**src/rtl/usb_bus_reset_pkg.sv**
```systemverilog
package usb_bus_reset_pkg;
  typedef enum logic {
    SEQ_IDLE   = 1'b0,
    SEQ_ACTIVE = 1'b1
  } seq_state_t;

  localparam int DEFAULT_THRESH = 168;
endpackage

```
**src/rtl/usbrst_sync.sv**
```systemverilog
module usbrst_sync #(
  parameter int          WIDTH  = 2,
  parameter int          STAGES = 2,
  parameter logic [WIDTH-1:0] RST_VAL = '0
) (
  input  logic             clk,
  input  logic             rst_n,
  input  logic [WIDTH-1:0] d,
  output logic [WIDTH-1:0] q
);
  logic [WIDTH-1:0] pipe [STAGES];

  always_ff @(posedge clk) begin
    if (!rst_n) pipe[0] <= RST_VAL;
    else        pipe[0] <= d;
  end

  generate
    for (genvar g = 1; g < STAGES; g++) begin : g_stage
      always_ff @(posedge clk) begin
        if (!rst_n) pipe[g] <= RST_VAL;
        else        pipe[g] <= pipe[g-1];
      end
    end
  endgenerate

  assign q = pipe[STAGES-1];
endmodule

```
**src/rtl/usbrst_se0_timer.sv**
```systemverilog
module usbrst_se0_timer #(
  parameter int THRESH = 168
) (
  input  logic clk,
  input  logic rst_n,
  input  logic se0,
  output logic qualified
);
  localparam int CNT_W = $clog2(THRESH + 1);
  localparam logic [CNT_W-1:0] LIMIT = CNT_W'(THRESH);

  logic [CNT_W-1:0] cnt;

  always_ff @(posedge clk) begin
    if (!rst_n || !se0) cnt <= '0;
    else if (cnt != LIMIT) cnt <= cnt + CNT_W'(1);
  end

  assign qualified = (cnt == LIMIT);
endmodule

```
**src/rtl/usbrst_sequencer.sv**
```systemverilog
module usbrst_sequencer
  import usb_bus_reset_pkg::*;
(
  input  logic clk,
  input  logic rst_n,
  input  logic se0,
  input  logic qualified,
  input  logic clr_req,
  output logic flag,
  output logic irq,
  output logic addr_clr,
  output logic abort
);
  seq_state_t state;
  logic       enter;

  assign enter = (state == SEQ_IDLE) && qualified;

  always_ff @(posedge clk) begin
    if (!rst_n) begin
      state    <= SEQ_IDLE;
      irq      <= 1'b0;
      addr_clr <= 1'b0;
    end else begin
      irq      <= 1'b0;
      addr_clr <= 1'b0;
      unique case (state)
        SEQ_IDLE: if (qualified) begin
          state    <= SEQ_ACTIVE;
          addr_clr <= 1'b1;
        end
        SEQ_ACTIVE: if (!se0) begin
          state <= SEQ_IDLE;
          irq   <= 1'b1;
        end
        default: state <= SEQ_IDLE;
      endcase
    end
  end

  always_ff @(posedge clk) begin
    if (!rst_n)       flag <= 1'b0;
    else if (enter)   flag <= 1'b1;
    else if (clr_req) flag <= 1'b0;
  end

  assign abort = (state == SEQ_ACTIVE);
endmodule

```
**src/rtl/usb_bus_reset_detector.sv**
```systemverilog
module usb_bus_reset_detector
  import usb_bus_reset_pkg::*;
#(
  parameter int THRESH   = DEFAULT_THRESH,
  parameter int REG_W    = 8,
  parameter int FLAG_BIT = 5,
  parameter int SYNC_STAGES = 2
) (
  input  logic             clk,
  input  logic             rst_n,
  input  logic             dp_in,
  input  logic             dm_in,
  input  logic             flag_wr_en,
  input  logic [REG_W-1:0] flag_wr_data,
  output logic             reset_seen,
  output logic             reset_irq,
  output logic             addr_clear,
  output logic             startup_abort
);
  logic [1:0] lines_s;
  logic       se0_s;
  logic       qual;
  logic       clr_req;

  // lines reset to the idle J state (D+ high) so no SE0 is seen at start
  usbrst_sync #(.WIDTH(2), .STAGES(SYNC_STAGES), .RST_VAL(2'b10)) u_sync (
    .clk  (clk),
    .rst_n(rst_n),
    .d    ({dp_in, dm_in}),
    .q    (lines_s)
  );

  assign se0_s   = (lines_s == 2'b00);
  assign clr_req = flag_wr_en && !flag_wr_data[FLAG_BIT];

  usbrst_se0_timer #(.THRESH(THRESH)) u_timer (
    .clk      (clk),
    .rst_n    (rst_n),
    .se0      (se0_s),
    .qualified(qual)
  );

  usbrst_sequencer u_seq (
    .clk      (clk),
    .rst_n    (rst_n),
    .se0      (se0_s),
    .qualified(qual),
    .clr_req  (clr_req),
    .flag     (reset_seen),
    .irq      (reset_irq),
    .addr_clr (addr_clear),
    .abort    (startup_abort)
  );
endmodule

```
**config.mk**
```make
export PLATFORM = sky130hd
export DESIGN_NAME = usb_bus_reset_detector
export DESIGN_NICKNAME = d
export VERILOG_FILES = /design/src/rtl/usb_bus_reset_pkg.sv /design/src/rtl/usbrst_sync.sv /design/src/rtl/usbrst_se0_timer.sv /design/src/rtl/usbrst_sequencer.sv /design/src/rtl/usb_bus_reset_detector.sv
export SDC_FILE = /design/constraint.sdc
export NUM_CORES = 1
export LEC_CHECK = 0
export ABC_AREA = 1
export BUFFER_PORTS_ARGS = -buffer_cell sky130_fd_sc_hd__buf_4
export CORE_MARGIN = 4
export CORE_UTILIZATION = 49
export DETAILED_ROUTE_END_ITERATION = 8
export GPL_ROUTABILITY_DRIVEN = 0
export MAX_ROUTING_LAYER = met4
export PLACE_DENSITY = 0.73
export SLEW_MARGIN = 20
export SYNTH_ARGS = -nofsm -noshare
export SYNTH_HDL_FRONTEND = slang
export SYNTH_HIERARCHICAL = 1
export SYNTH_SLANG_ARGS = --single-unit
```
**constraint.sdc**
```tcl
create_clock -name clk -period 1.25 [get_ports clk]
set_input_delay 0.0625 -clock clk [delete_from_list [all_inputs] [get_ports clk]]
set_output_delay 0.0625 -clock clk [all_outputs]
set_load 0.005 [all_outputs]
```
==> flow_metrics.env, run 1 <==
export IMPL_outcome="finished clean"
export IMPL_drt_iter0_drc=12
export IMPL_syn_inst=93
export IMPL_vias=580
export IMPL_cts_sinks=16
export IMPL_cts_buffers_inserted=3
export IMPL_nets=124
export IMPL_reg2reg_depth=8
export IMPL_place_port_buffers=9
export IMPL_dieHeight_um=45.1
export IMPL_ys_top_cells_by_area="dfxtp_1 (47%), nand2_1 (12%), inv_1 (10%), nor2_1 (7.2%), nand3_1 (5.9%)"
export IMPL_hp_class="input port to flop"
export IMPL_cts_root_buf="clkbuf_4"
export IMPL_area_growth_syn_to_layout_pct=22.2
export IMPL_synthTopCellsByCount="nand2_1 (22), inv_1 (18), dfxtp_1 (16)"
export IMPL_wl_per_cell_um=10.5
export IMPL_syn_area_per_cell_um2=7.27
export IMPL_rsz0062_at_grt="false"
export IMPL_report_power_total_mw=0.898
export IMPL_tightest_slew_ns=0.273
export IMPL_placed_area_um2=762
export IMPL_antenna_found_initial=0
export IMPL_reg2reg_to="u_seq/flag"
export IMPL_dp_hpwl_um=871
export IMPL_cts_buffer_depth=2
export IMPL_fin_ws_ns=0.0777
export IMPL_grt_max_degree=10
export IMPL_yosys_warnings=6
export IMPL_worst_ep_arrival_time_ns=1.41
export IMPL_grt_pass1_vias=519
export IMPL_routed_wl_um=1290
export IMPL_fin_tns_setup_ns=0
export IMPL_final_cells=123
export IMPL_skew_ns=0.00702
export IMPL_synth_enable_flop_cells=0
export IMPL_p_per_area_mw_per_mm2=1090
export IMPL_r2r_slack_ns=0.08
export IMPL_max_freq_mhz=853
export IMPL_required_ns=1.48
export IMPL_fin_crit_ns=1.17
export IMPL_grt_overflow_total=0
export IMPL_cts_tree="yes"
export IMPL_h_tree_depth=1
export IMPL_fp_dieW_um=45.1
export IMPL_cap_viol_max_count=0
export IMPL_whs_endpoint="u_sync/pipe[0][1]"
export IMPL_synth_top_area_frac=0.474
export IMPL_clk_latency_ns=0.29
export IMPL_hold_start="rst_n"
export IMPL_setup_viol=0
export IMPL_drc=0
export IMPL_max_slew_margin_rel=0.818
export IMPL_holdWs_ns=0.0129
export IMPL_cp_max_fo=4
export IMPL_syn_nets=108
export IMPL_criticalPathCategory="flop to flop"
export IMPL_via_per_inst=4.72
export IMPL_hold_viol=0
export IMPL_drive_above_1_share=0.185
export IMPL_placed_cells=117
export IMPL_finalInstanceArea_um2=826
export IMPL_yosysMostFrequentCell="nand2_1"
export IMPL_diodes=0
export IMPL_whs_path_depth=2
export IMPL_ys_seq_area_frac=0.474
export IMPL_ant_nets=0
export IMPL_synth_top_flop_cell="dfxtp_1"
export IMPL_synth_seq_cells=16
export IMPL_synthDistinctLibCells=14
export IMPL_die_area_mm2=0.00204
export IMPL_clk_pin_slew_ns=0.10
export IMPL_initial_core_util=0.519
export IMPL_ioPinCount=17
export IMPL_fin_crit_sh=0.938
export IMPL_final_max_slew_viol_count=0
export IMPL_rows=13
export IMPL_ir_worst_vdd_mv=0.607
export IMPL_synth_area_um2=676
export IMPL_worstSetupStartpointType="flop"
export IMPL_yosys_area_top_type="dfxtp_1"
export IMPL_cts_setup_buffers=0
export IMPL_cp_end_kind="flop"
export IMPL_grt_pass1_wl_um=2170
export IMPL_utilization=0.635
export IMPL_worstReg2RegStart="u_timer/cnt[0]"
export IMPL_p_leak_nw=0.378
export IMPL_async_reset_ff_frac=0
export IMPL_pre_cts_ws_ns=0.0424
export IMPL_grtUsageTotal=0.151
export IMPL_drt_first_pass_iters=4
export IMPL_core_area_mm2=0.00130
## registers in the layout, indices dropped and copies added, names as in the netlist
name and cells:
u_seq/abort 1, u_seq/addr_clr 1, u_seq/flag 1, u_seq/irq 1, u_sync/pipe 4, u_timer/cnt 8
## cells by family (layout without fill, tap and decap cells)
kind of cell | count (synthesis) | in the layout | synth area share
XOR/XNOR | 2 | 2 | 0.0259
adder cells (fa/ha/maj) | 2 | 2 | 0.0370
AO/OA/AOI/OAI | 6 | 6 | 0.0444
AND/OR/NAND/NOR | 49 | 49 | 0.319
flip-flops | 16 | 16 | 0.474
buffers and inverters | 18 | 33 | 0.100
## layer usage
| metal | part of all wire | vias up | track usage |
|---|---|---|---|
| met3 | 0.027 | 2 | 0.0239 |
| li1 | - | 312 | - |
| met5 | 0 | - | - |
| met4 | 0.010 | 0 | 0.0877 |
| met2 | 0.47 | 8 | 0.220 |
| met1 | 0.49 | 258 | 0.196 |
## critical path, stage by stage, from the launching register on
cell,delay (ns)
dfxtp_2,0.36
inv_2,0.08
ha_1,0.14
nand2_1,0.07
inv_1,0.07
nand2_1,0.08
nor2_4,0.14
nand3_2,0.11
nand2_1,0.07
## power by group
part	total (mW)	leakage (nW)	internal (mW)	switching, mW
sequential	0.519	0.131	0.516	0.00260
clock	0.343	0.0210	0.177	0.166
combinational	0.0359	0.227	0.0193	0.0165
## how the worst max path moves through the flow
stage | endpoint | cells after the start | start | slack [ns]
after detailed placement | u_seq/abort | 8 | u_timer/cnt[0] | 0.04
after CTS | u_seq/flag | 8 | u_timer/cnt[0] | 0.01
after floorplan | u_seq/abort | 8 | u_timer/cnt[0] | 0.19
after global placement | u_seq/abort | 8 | u_timer/cnt[0] | 0.07
after global routing | u_seq/flag | 8 | u_timer/cnt[0] | 0.01
final | u_seq/flag | 8 | u_timer/cnt[0] | 0.08
## final cells by class
type | count | area (um^2)
Fill cell | 128 | 475
Sequential cell | 16 | 323
Multi-Input combinational cell | 59 | 293
Timing Repair Buffer | 11 | 87.6
Inverter | 18 | 67.6
Clock buffer | 4 | 36.3
Tap cell | 15 | 18.8
## layout by cell type (no fill, tap or decap), types with 2 or more instances in the layout
cell type	instances
nand2_1	22
inv_1	17
dfxtp_1	14
nor2_1	13
buf_4	9
nand3_1	8
a21oi_1	4
clkbuf_4	3
dlygate4sd3_1	2
nand3_2	2
o21ai_0	2
ha_1	2
dfxtp_2	2
## timing repair
item,4_1_cts,5_1_grt
endpoints found under the setup margin,3,7
hold buffers,2,0
resized for setup,1,3
hold endpoints to repair,2,0
Note: power is estimated with default switching activity, not from simulation.
==> run 2: changes to the inputs <==
--- a/config.mk
+++ b/config.mk
@@ -5,10 +5,10 @@
 export SDC_FILE = /design/constraint.sdc
 export NUM_CORES = 1
 export LEC_CHECK = 0
-export ABC_AREA = 1
+export ABC_AREA = 0
 export BUFFER_PORTS_ARGS = -buffer_cell sky130_fd_sc_hd__buf_4
 export CORE_MARGIN = 4
-export CORE_UTILIZATION = 49
+export CORE_UTILIZATION = 48
 export DETAILED_ROUTE_END_ITERATION = 8
 export GPL_ROUTABILITY_DRIVEN = 0
 export MAX_ROUTING_LAYER = met4
==> run 2 against run 1 <==
  * The run now ends with negative setup slack left
  * Die area is 2.5% lower
  * Area after synthesis is 5.0% lower
  * Clock power decreased by 2%
  * Non-clock buffer count up 11
==> flow_metrics.env, run 2 <==
export IMPL_outcome="finished with violations"
export IMPL_violations="negative setup slack"
export IMPL_area_growth_syn_to_layout_pct=42.3
export IMPL_cp_cell_sequence="inv_2 > ha_4 > nand4_1 > buf_4 > o41ai_2"
export IMPL_finalInstanceArea_um2=913
export IMPL_core_area_mm2=0.00119
export IMPL_dp_hpwl_um=854
export IMPL_hold_viol=0
export IMPL_max_freq_mhz=789
export IMPL_fp_dieW_um=44.6
export IMPL_die_area_mm2=0.00199
export IMPL_clk_pin_slew_ns=0.10
export IMPL_setup_viol=1
export IMPL_vias=558
export IMPL_worstSetupStartpointType="flop"
export IMPL_h_tree_depth=1
export IMPL_cts_root_buf="clkbuf_4"
export IMPL_regMostFlops="u_timer/cnt"
export IMPL_final_max_slew_viol_count=0
export IMPL_drt_iter0_drc=5
export IMPL_cts_sinks=16
export IMPL_fin_ws_ns=-0.0176
export IMPL_drc=0
export IMPL_ioPinCount=17
export IMPL_routed_wl_um=1310
export IMPL_grt_pass1_wl_um=2150
export IMPL_layout_common_cells="buf_4 (18), dfxtp_1 (13), nor2_1 (5)"
export IMPL_grt_overflow_total=0
export IMPL_tightest_slew_ns=0.330
export IMPL_async_reset_ff_frac=0
export IMPL_slowest_delay_ns=0.33
export IMPL_clk_latency_ns=0.28
export IMPL_max_slew_margin_rel=0.779
export IMPL_yosysMostFrequentCell="dfxtp_1"
export IMPL_yosys_warnings=6
export IMPL_cts_buffer_depth=2
export IMPL_syn_inst=66
export IMPL_diodes=0
export IMPL_antenna_found_initial=0
export IMPL_required_ns=1.44
export IMPL_hp_class="input port to flop"
export IMPL_criticalPathCategory="flop to flop"
export IMPL_ys_seq_area_frac=0.499
export IMPL_p_leak_nw=0.372
export IMPL_ir_worst_vdd_mv=0.709
export IMPL_grtUsageTotal=0.152
export IMPL_initial_core_util=0.541
export IMPL_skew_ns=0.00631
export IMPL_fin_crit_ns=1.27
export IMPL_grt_max_degree=10
export IMPL_synth_top_flop_cell="dfxtp_1"
export IMPL_p_per_area_mw_per_mm2=985
export IMPL_cts_tree="yes"
export IMPL_cp_max_fo=3
export IMPL_ys_top_cells_by_area="dfxtp_1 (50%), a21oi_1 (3.9%), ha_1 (3.9%), nor2_1 (3.5%), nand3_1 (3.1%)"
export IMPL_syn_area_per_cell_um2=9.73
export IMPL_reg_largest_list="u_timer/cnt: 8 flops, u_sync/pipe: 4 flops"
export IMPL_cap_viol_max_count=0
export IMPL_final_cells=106
export IMPL_synth_enable_flop_cells=0
export IMPL_grt_pass1_vias=529
export IMPL_wl_per_cell_um=12.3
export IMPL_nets=108
export IMPL_synth_seq_cells=16
export IMPL_fin_crit_sh=1.01
export IMPL_rsz0062_at_grt="true"
export IMPL_cp_end_kind="flop"
export IMPL_synthTopCellsByCount="dfxtp_1 (16), nor2_1 (6), a21oi_1 (5)"
export IMPL_ant_nets=0
export IMPL_yosys_area_top_type="dfxtp_1"
export IMPL_synth_top_area_frac=0.499
export IMPL_holdWs_ns=0.185
export IMPL_placed_cells=98
export IMPL_largest_register_ff_count=8
export IMPL_n_fill_cell=83
export IMPL_drt_first_pass_iters=4
export IMPL_slowest_stage="dfxtp_2"
export IMPL_syn_nets=81
export IMPL_synth_area_um2=642
export IMPL_synthDistinctLibCells=24
export IMPL_final_common_cell="buf_4"
export IMPL_drive_above_1_share=0.424
export IMPL_rows=12
export IMPL_cp_num_buf_inv=2
export IMPL_cp_top_family="flip-flops"
export IMPL_placed_area_um2=795
export IMPL_place_port_buffers=9
export IMPL_cts_buffers_inserted=3
export IMPL_dieHeight_um=44.6
export IMPL_via_per_inst=5.26
export IMPL_worst_ep_arrival_time_ns=1.46
-- run 2: worst paths after layout --
kind / cells after the start / from / to / slack, ns
setup reg to reg: 5 / u_timer/cnt[0] / u_timer/cnt[1] / -0.02
hold / removal: 4 / flag_wr_en / u_seq/flag / 0.19
hold reg to reg: 1 / u_sync/pipe[0][1] / u_sync/pipe[1][1] / 0.42
setup / recovery: 5 / u_timer/cnt[0] / u_timer/cnt[1] / -0.02
-- run 2: per-layer routing --
metal,GRT usage,vias to the layer above,wire length (um)
met3,0.0488,2,37
met4,0.0542,0,8
li1,-,280,-
met1,0.165,267,598
met5,-,-,0
met2,0.258,9,664
-- run 2: power breakdown --
part	internal [mW]	switching, mW
Combinational	0.0277	0.0177
Sequential	0.516	0.00169
Clock	0.177	0.159
Total	0.721	0.179
-- run 2: area by class of cell --
cell class              count  area, um^2  share of cell area
multi-input cells          46         344               0.377
flip-flops and latches     16         324               0.355
repair buffers             22         176               0.193
clock buffers               4        36.3              0.0397
well taps                  14        17.5              0.0192
inverters                   4        15.0              0.0164
-- run 2: worst reg2reg max path, delay by kind of cell, from the launching register on --
family,cells,cell delay (ns)
flops,1,0.33
simple gates,1,0.19
buf+inv,2,0.28
fa+ha+maj,1,0.12
compound gates,1,0.25
-- run 2: what timing repair did --
| item | 4_1_cts | 5_1_grt |
|---|---|---|
| pin swaps | 0 | 1 |
| hold buffers | 4 | 0 |
| endpoints found under the setup margin | 3 | 8 |
| resized for setup | 1 | 13 |
| setup buffers | 0 | 1 |
| hold endpoints to repair | 3 | 0 |
-- run 2: stage by stage --
step                 util  setup slack [ns]  power [mW]  TNS [ns]
global route        0.770            -0.102       0.946    -0.244
floorplan               -           0.00821       0.544         0
global placement    0.670            0.0483       0.564         0
finish              0.770           -0.0176       0.900   -0.0176
detailed placement  0.670            0.0105       0.565         0
CTS                 0.739          -0.00824       0.912   -0.0155
-- run 2: kinds of logic after synthesis --
kind of cell / Yosys count / share of synthesized area
and+or+nand+nor: 30 / 0.283
DFF: 16 / 0.499
AOI/OAI and AO/OA: 10 / 0.0994
buffers and inverters: 4 / 0.0234
xor gates and xnor gates: 3 / 0.0409
adders and majority gates: 2 / 0.0390
muxes: 1 / 0.0156
==> run 3: changes to the inputs <==
--- a/config.mk
+++ b/config.mk
@@ -6,7 +6,7 @@
 export NUM_CORES = 1
 export LEC_CHECK = 0
 export ABC_AREA = 0
-export BUFFER_PORTS_ARGS = -buffer_cell sky130_fd_sc_hd__buf_4
+export BUFFER_PORTS_ARGS = -buffer_cell sky130_fd_sc_hd__buf_2
 export CORE_MARGIN = 4
 export CORE_UTILIZATION = 48
 export DETAILED_ROUTE_END_ITERATION = 8
==> run 3 against run 2 <==
  * Sequential share of layout area rose by 2.3 points
  * Hold slack got worse by 0.16 ns
  * Die area did not move
  * Fmax rose by 4.2%
  * Utilization fell by 4.7 points
  * Non-clock buffer count fell by 3
  * Wire length fell by 7.7%
  * Flip-flop and latch count did not move
  * Clock power barely moved
  * Clock skew fell by 0.00066 ns
  * Critical path depth rose by 2
  * Final area fell by 6.2%
  * Critical path type unchanged
  * The flow now finishes without violations
==> flow_metrics.env, run 3 (synthesized netlist as in run 2, its figures left out) <==
export IMPL_outcome="finished clean"
export IMPL_layout_common_cells="dfxtp_1 (13), buf_2 (9), buf_4 (8)"
export IMPL_cts_tree="yes"
export IMPL_reg2reg_depth=7
export IMPL_via_per_inst=5.10
export IMPL_cp_end_kind="flop"
export IMPL_nets=105
export IMPL_fp_dieW_um=44.6
export IMPL_ioPinCount=17
export IMPL_whs_path_depth=2
export IMPL_cts_buffer_depth=2
export IMPL_vias=525
export IMPL_criticalPathCategory="flop to flop"
export IMPL_ir_worst_vdd_mv=0.732
export IMPL_whs_endpoint="u_sync/pipe[0][1]"
export IMPL_initial_core_util=0.541
export IMPL_dieHeight_um=44.6
export IMPL_clk_latency_ns=0.28
export IMPL_final_cells=103
export IMPL_cp_num_buf_inv=2
export IMPL_hold_start="rst_n"
export IMPL_r2r_slack_ns=0.03
export IMPL_reg_largest_list="u_timer/cnt: 8 flops, u_sync/pipe: 4 flops"
export IMPL_skew_ns=0.00565
export IMPL_drc=0
export IMPL_drive_above_1_share=0.404
export IMPL_fin_crit_sh=0.973
export IMPL_cp_cell_sequence="inv_2 > ha_1 > nand4_1 > buf_4 > nor2_4 > nand2b_4 > a21oi_2"
export IMPL_diodes=0
export IMPL_slowest_delay_ns=0.35
export IMPL_area_growth_syn_to_layout_pct=33.5
export IMPL_hold_viol=0
export IMPL_rows=12
export IMPL_required_ns=1.47
export IMPL_placed_cells=96
export IMPL_hp_class="input port to flop"
export IMPL_max_freq_mhz=822
export IMPL_largest_register_ff_count=8
export IMPL_worstReg2RegStart="u_timer/cnt[0]"
export IMPL_max_slew_margin_rel=0.788
export IMPL_wl_per_cell_um=11.7
export IMPL_p_leak_nw=0.351
export IMPL_pre_cts_ws_ns=-0.0767
export IMPL_die_area_mm2=0.00199
export IMPL_utilization=0.723
export IMPL_setup_viol=0
export IMPL_final_max_slew_viol_count=0
export IMPL_cp_top_family="flip-flops"
export IMPL_cap_viol_max_count=0
export IMPL_slowest_stage="dfxtp_2"
export IMPL_clk_pin_slew_ns=0.09
export IMPL_grt_overflow_total=0
export IMPL_drt_iter0_drc=12
export IMPL_report_power_total_mw=0.890
export IMPL_rsz0062_at_grt="true"
export IMPL_grt_pass1_wl_um=1970
export IMPL_n_fill_cell=90
export IMPL_fin_crit_ns=1.22
export IMPL_grt_pass1_vias=472
export IMPL_grt_max_degree=10
export IMPL_regMostFlops="u_timer/cnt"
export IMPL_place_port_buffers=9
export IMPL_final_common_cell="dfxtp_1"
export IMPL_tightest_slew_ns=0.317
export IMPL_core_area_mm2=0.00119
export IMPL_dp_hpwl_um=816
export IMPL_cts_buffers_inserted=3
export IMPL_drt_first_pass_iters=4
export IMPL_cts_root_buf="clkbuf_4"
export IMPL_cp_max_fo=4
export IMPL_h_tree_depth=1
export IMPL_antenna_found_initial=0
export IMPL_grtUsageTotal=0.139
export IMPL_ant_nets=0
export IMPL_routed_wl_um=1210
export IMPL_p_per_area_mw_per_mm2=1040
export IMPL_worst_ep_arrival_time_ns=1.44
export IMPL_reg2reg_to="u_seq/flag"
export IMPL_worstSetupStartpointType="flop"
export IMPL_fin_ws_ns=0.0338
export IMPL_cts_sinks=16
-- run 3: worst max path at each step --
stage | from | endpoint | cells past startpoint | slack (ns)
after CTS | u_timer/cnt[2] | u_seq/flag | 4 | -0.01
after global placement | u_timer/cnt[2] | u_seq/flag | 4 | -0.03
after floorplan | u_timer/cnt[2] | u_seq/abort | 4 | 0.008
after global routing | u_timer/cnt[0] | u_seq/abort | 7 | -0.06
after detailed placement | u_timer/cnt[2] | u_seq/flag | 4 | -0.08
final | u_timer/cnt[0] | u_seq/flag | 7 | 0.03
-- run 3: final cells by class --
cell class	instances	area [um^2]	share of cell area
Tap cell	14	17.5	0.0204
Sequential cell	16	324	0.378
Timing Repair Buffer	19	125	0.146
Inverter	4	15.0	0.0175
Clock buffer	4	36.3	0.0423
Multi-Input combinational cell	46	339	0.396
-- run 3: what timing repair did --
action | in CTS | in global routing
gates resized for setup | 2 | 11
pin swaps | 0 | 4
endpoints found under the hold margin | 2 | 0
endpoints found under the setup margin | 5 | 8
hold buffers | 2 | 0
setup buffers | 0 | 1
-- run 3: metal layers --
| layer | share of wire | global-route usage | vias up | wire length, um |
|---|---|---|---|---|
| met2 | 0.49 | 0.212 | 17 | 596 |
| met5 | 0 | - | - | 0 |
| met1 | 0.44 | 0.166 | 233 | 534 |
| met4 | 0.012 | 0.0723 | 0 | 14 |
| met3 | 0.050 | 0.0366 | 2 | 60 |
| li1 | - | - | 273 | - |
-- run 3: per-stage QoR --
step	setup TNS [ns]	hold WS [ns]	instance area, um^2
floorplan	0	0.136	642
global placement	-0.0731	0.249	757
detailed placement	-0.102	0.257	757
CTS	-0.0134	0.0110	816
global route	-0.210	0.0235	857
finish	0	0.0249	857
-- run 3: power breakdown --
part,leakage (nW),internal [mW],switching [mW],total [mW]
combinational,0.199,0.0206,0.0156,0.0361
sequential,0.131,0.516,0.00230,0.519
clock,0.0210,0.177,0.158,0.336
